==> config.mk <==
export PLATFORM = sky130hd
export DESIGN_NAME = fetch_redirect
export DESIGN_NICKNAME = d
export VERILOG_FILES = /design/src/rtl/fr_pkg.sv /design/src/rtl/fr_pc_select.sv /design/src/rtl/fr_target_gen.sv /design/src/rtl/fr_rf_stage.sv /design/src/rtl/fetch_redirect.sv
export SDC_FILE = /design/constraint.sdc
export NUM_CORES = 1
export LEC_CHECK = 0
export BUFFER_PORTS_ARGS = -buffer_cell sky130_fd_sc_hd__clkbuf_2
export CORE_MARGIN = 5
export CORE_UTILIZATION = 40
export DETAILED_ROUTE_END_ITERATION = 10
export HOLD_SLACK_MARGIN = 0.08
export MAX_ROUTING_LAYER = met4
export PLACE_DENSITY = 0.66
export SETUP_SLACK_MARGIN = 0.4
export SLEW_MARGIN = 20
export SYNTH_ARGS = -nofsm -noshare
export SYNTH_HDL_FRONTEND = slang
export SYNTH_SLANG_ARGS = --single-unit
==> constraint.sdc <==
create_clock -name clk -period 6.15 [get_ports clk]
set_clock_uncertainty 0.05 [all_clocks]
set_input_delay 0.615 -clock clk [delete_from_list [all_inputs] [get_ports clk]]
set_output_delay 0.615 -clock clk [all_outputs]
set_load 0.005 [all_outputs]
==> src/rtl/fr_pkg.sv <==
package fr_pkg;
  localparam int IW = 32;
  localparam int LW = 16;

  typedef enum logic [2:0] {
    SEL_SEQ = 3'd0,
    SEL_BR  = 3'd1,
    SEL_JMP = 3'd2,
    SEL_ILL = 3'd3,
    SEL_IRQ = 3'd4
  } pc_sel_e;

  // squash word: add with every register field pointing at r31
  function automatic logic [IW-1:0] squash_word(input logic [5:0] op);
    return {op, 5'd31, 5'd31, 5'd31, 11'd0};
  endfunction
endpackage

==> src/rtl/fr_pc_select.sv <==
module fr_pc_select
  import fr_pkg::*;
(
  input  logic    irq,
  input  logic    illop,
  input  logic    jmp,
  input  logic    br,
  output pc_sel_e sel,
  output logic    squash
);
  always_comb begin
    if (irq)        sel = SEL_IRQ;
    else if (illop) sel = SEL_ILL;
    else if (jmp)   sel = SEL_JMP;
    else if (br)    sel = SEL_BR;
    else            sel = SEL_SEQ;
  end

  assign squash = (sel == SEL_BR) || (sel == SEL_JMP);
endmodule

==> src/rtl/fr_target_gen.sv <==
module fr_target_gen #(
  parameter int AW = 32,
  parameter int LW = 16
) (
  input  logic [AW-1:0] link,
  input  logic [LW-1:0] offset,
  output logic [AW-1:0] target
);
  localparam int EXT = AW - LW - 2;

  logic [AW-1:0] byte_off;

  generate
    if (EXT > 0) begin : g_ext
      assign byte_off = {{EXT{offset[LW-1]}}, offset, 2'b00};
    end else begin : g_trunc
      assign byte_off = AW'({offset, 2'b00});
    end
  endgenerate

  assign target = link + byte_off;
endmodule

==> src/rtl/fr_rf_stage.sv <==
module fr_rf_stage #(
  parameter int AW = 32,
  parameter int IW = 32,
  parameter logic [IW-1:0] SQUASH = '0
) (
  input  logic          clk,
  input  logic          rst,
  input  logic          stall,
  input  logic          squash,
  input  logic [IW-1:0] fetched,
  input  logic [AW-1:0] link_in,
  output logic [IW-1:0] instr,
  output logic [AW-1:0] link
);
  always_ff @(posedge clk) begin
    if (rst) begin
      instr <= SQUASH;
      link  <= '0;
    end else if (squash) begin
      instr <= SQUASH;
      link  <= link_in;
    end else if (!stall) begin
      instr <= fetched;
      link  <= link_in;
    end
  end
endmodule

==> src/rtl/fetch_redirect.sv <==
module fetch_redirect
  import fr_pkg::*;
#(
  parameter int AW = 32,
  parameter logic [AW-1:0] ILL_VEC = 'h4,
  parameter logic [AW-1:0] IRQ_VEC = 'h8,
  parameter logic [5:0] ADD_OP = 6'h20
) (
  input  logic          clk,
  input  logic          rst,
  input  logic          stall_i,
  input  logic [31:0]   if_instr_i,
  input  logic          br_taken_i,
  input  logic          jmp_i,
  input  logic [AW-1:0] jmp_tgt_i,
  input  logic          illop_i,
  input  logic          irq_i,
  output logic [AW-1:0] pc_o,
  output logic [AW-1:0] next_pc_o,
  output logic [2:0]    pc_sel_o,
  output logic          annul_o,
  output logic [31:0]   rf_instr_o,
  output logic [AW-1:0] rf_link_o
);
  localparam logic [IW-1:0] SQUASH = squash_word(ADD_OP);
  localparam logic [AW-1:0] ALIGN  = ~AW'(3);

  pc_sel_e       sel;
  logic          squash;
  logic [AW-1:0] pc_q;
  logic [AW-1:0] pc_plus4;
  logic [AW-1:0] br_tgt;
  logic [AW-1:0] raw_next;
  logic          pc_load;

  fr_pc_select u_sel (
    .irq    (irq_i),
    .illop  (illop_i),
    .jmp    (jmp_i),
    .br     (br_taken_i),
    .sel    (sel),
    .squash (squash)
  );

  fr_target_gen #(.AW(AW), .LW(LW)) u_tgt (
    .link   (rf_link_o),
    .offset (rf_instr_o[LW-1:0]),
    .target (br_tgt)
  );

  assign pc_plus4 = pc_q + AW'(4);

  always_comb begin
    case (sel)
      SEL_BR:  raw_next = br_tgt;
      SEL_JMP: raw_next = jmp_tgt_i;
      SEL_ILL: raw_next = ILL_VEC;
      SEL_IRQ: raw_next = IRQ_VEC;
      default: raw_next = pc_plus4;
    endcase
  end

  assign next_pc_o = raw_next & ALIGN;
  assign pc_load   = !stall_i || (sel != SEL_SEQ);

  always_ff @(posedge clk) begin
    if (rst)          pc_q <= '0;
    else if (pc_load) pc_q <= next_pc_o;
  end

  fr_rf_stage #(.AW(AW), .IW(IW), .SQUASH(SQUASH)) u_rf (
    .clk     (clk),
    .rst     (rst),
    .stall   (stall_i),
    .squash  (squash),
    .fetched (if_instr_i),
    .link_in (pc_plus4),
    .instr   (rf_instr_o),
    .link    (rf_link_o)
  );

  assign pc_o     = pc_q;
  assign pc_sel_o = sel;
  assign annul_o  = squash;
endmodule

==> out/results.txt <==
Top-area cell type share of the netlist area = 29.8%
Power per standard cell area = 222 nW/um2
Crit. End Element = output pin
NumNets Final = 1051
Adder-cell share of the synthesized area = 6.39%
WP data required = 5.48 ns
Min Tclk post-route = 4.29 ns
Crit Path Max Fanout = 4
Filler cell count = 1539
Utilization after layout = 49.3%
GPL Wtd Cong = 0.898
Outcome = finished, final reports clean
CTS clk-pin slew, worst paths = 0.07 ns
Final Hold Fails = 0
Post-CTS Resized = 0
Tot Pwr = 0.00166 W
Seq/Total Area, Yosys = 29.8%
Worst hold stages = 3
VDD IR max = 0.128 mV
Leak pwr = 3.50 nW
CP Launch Type = register
Top cells by area, synth = dfxtp_1 30%, nor2_1 7.2%, mux2i_1 7.1%
Final slew viol count = 0
Number of synthesized flops with an enable pin = 0
H-tree Lvls = 3
Cts hold-fix bufs = 0
First-pass GRT wire length = 31600 um
FF-to-FF path depth = 12
RSZ-0062 raised after global routing = no
Die area = 18100 um2
Row cnt = 45
Fmax = 233 MHz
Port Buffer Count = 194
Share of post-route cells with drive strength above 1 = 25.9%
Worst-Margin Slew = 0.947 ns
Io pins = 203
Total CTS buffers = 9
Bufs and invs on worst path = 2
Clock Tree Buf Depth = 2
Final Cycle Share = 69.7%
Levels on crit path = 13
HPWL Detailed = 15400 um
1st-iter DRT viols = 406
DIE WIDTH = 134 um
Total grt overflow = 0
Distinct cells, synth = 69
Total global-route track usage = 22.6%
Critical path arrival = 3.62 ns
Largest net degree at the start of global routing = 45
Leading cell types by count after synthesis = 118 x nor2_1, 92 x dfxtp_1, 84 x nand2_1, 49 x a21oi_1, 44 x mux2i_1
Via count = 6262
CP Cell Sequence = ha_1 > inv_1 > fa_1 > and2b_1 > o31ai_2 > a211oi_2 > a21oi_2 > a2111o_1 > nor2b_4 > xnor2_1 > a221oi_1 > a21oi_1 > clkbuf_2
Max incr delay on CP = 0.48 ns
Drt wl/cell = 17.7 um
Ant diodes = 0
Slew headroom = 36.7%
Post-synthesis mux area share = 7.12%
CP max-delay cell = a2111o_1
Most common cell in the synthesized netlist = nor2_1
Cell taking the most area after synthesis = dfxtp_1
Setup-failing EPs final = 0
CTS tree = built
Cell Area, Synth = 6190 um2
Initial antenna violation count = 0
Synthesized flop and latch total = 92
CTS Sinks = 92
ANT nets after route = 0
1st-pass router iterations = 5
Syn Inst Count = 786
Root buf cell = clkbuf_16
Vias in the first global route = 5987
Final wirelength = 20200 um
Area share of and/or/nand/nor cells after synthesis = 22.8%
P&R area growth vs syn = 21.2%
Min-Delay Path Class = input port to register
Main synth FF type = dfxtp_1
XOR/XNOR share of the synthesized area = 7.07%
Compound-Gate Fraction of Synth Area = 21.0%
Drt drc = 0
Avg Vias per Cell = 5.48
Max Cap Violations = 0
Share of flip-flops with an asynchronous set or reset = 0%
Main combinational cell family by area after synthesis = simple AND/OR/NAND/NOR gates
YS warnings = 0
Core ar. = 15200 um2
CP Class = register to output pin
Initial Util = 40.7%
Worst-Skew Late Latency = 0.36 ns
Mean post-synth cell area = 7.87 um2
CP top delay family = compound AO/OA/AOI/OAI gates
Setup bufs post-CTS = 0
Setup tns final = 0 ns
Die Ht = 134 um
## worst paths after layout
| kind | start | to | slack, ns |
|---|---|---|---|
| max | u_rf.instr[0] | next_pc_o[22] | 1.86 |
| min | if_instr_i[25] | u_rf.instr[25] | 0.41 |
| max reg2reg | u_rf.instr[0] | pc_o[22] | 2.82 |
| min reg2reg | u_rf.instr[31] | u_rf.instr[31] | 0.42 |
## registers in the layout, summed over array words and instances (netlist names)
signal	cells
pc_o	30
u_rf.instr	32
u_rf.link	30
## cells in the final DEF, fill, tap and decap left out, drive strengths merged, types with 3 or more instances in the layout
| master | synthesis | final |
|---|---|---|
| a211oi | 42 | 42 |
| a21o | 7 | 7 |
| a21oi | 53 | 53 |
| a221o | 5 | 5 |
| a221oi | 10 | 10 |
| a31o | 4 | 4 |
| a31oi | 4 | 4 |
| and2 | 6 | 6 |
| and3 | 9 | 9 |
| and4 | 7 | 7 |
| buf | 15 | 9 |
| clkbuf | 41 | 203 |
| conb | 1 | 6 |
| dfxtp | 92 | 92 |
| ha | 30 | 30 |
| inv | 21 | 26 |
| mux2i | 44 | 44 |
| nand2 | 85 | 85 |
| nand2b | 4 | 4 |
| nand3 | 28 | 28 |
| nand3b | 4 | 4 |
| nand4 | 12 | 12 |
| nor2 | 118 | 118 |
| nor2b | 5 | 5 |
| nor3 | 17 | 17 |
| nor4 | 4 | 4 |
| o211ai | 3 | 3 |
| o21a | 5 | 5 |
| o21ai | 24 | 24 |
| o21bai | 5 | 5 |
| o221ai | 7 | 7 |
| o22ai | 3 | 3 |
| o31ai | 4 | 4 |
| or3 | 3 | 3 |
| xnor2 | 34 | 34 |
| xor2 | 16 | 16 |
## metal layers
| layer | GRT usage (%) | vias to the layer above | wire length (um) |
|---|---|---|---|
| met3 | 4.35 | 30 | 1190 |
| met4 | 7.24 | 0 | 363 |
| met5 | - | - | 0 |
| met1 | 29.3 | 2893 | 9260 |
| met2 | 35.6 | 205 | 9420 |
| li1 | - | 3134 | - |
## per-stage QoR
step	hold slack [ns]	setup slack (ns)	instance area [um2]	std cells
2_1_floorplan	0.420	2.83	6210	791
3_3_place_gp	0.403	2.34	7210	1126
3_5_place_dp	0.411	2.30	7210	1126
4_1_cts	0.398	1.86	7500	1142
5_1_grt	0.417	1.71	7500	1142
6_report	0.412	1.86	7500	1142
## kinds of logic (layout without fill, tap and decap cells)
family | count (synthesis) | after routing
multiplexers | 44 | 44
AO/OA/AOI/OAI | 186 | 186
AND/OR/NAND/NOR | 305 | 305
adder cells (fa/ha/maj) | 31 | 31
flip-flops | 92 | 92
other | 1 | 6
XOR/XNOR | 50 | 50
buffers and inverters | 77 | 240
## power breakdown
group          switching, W  total, W  internal (W)
clock              0.000273  0.000557      0.000285
sequential        0.0000382  0.000668      0.000630
combinational      0.000247  0.000438      0.000191
total              0.000558   0.00166       0.00110
## worst register-to-register path, delay by kind of cell (launching register included)
family                   cells  cell delay, ns
AND/OR/NAND/NOR              2            0.43
AO/OA/AOI/OAI                6            1.49
flip-flops                   1            0.37
XOR/XNOR                     1            0.14
buffers and inverters        1            0.07
adder cells (fa/ha/maj)      2            0.63
## cell type report
type                       instances  area [um2]  area share, %
multi-input combinational        622        4020           53.6
sequential                        92        1840           24.6
timing repair buffer             203        1040           13.8
tap                              188         235           3.14
clock buffer                       9         225           3.00
inverter                          21        78.8           1.05
clock inverter                     7        62.6          0.834
No activity file was read; power rests on OpenSTA's default activity.
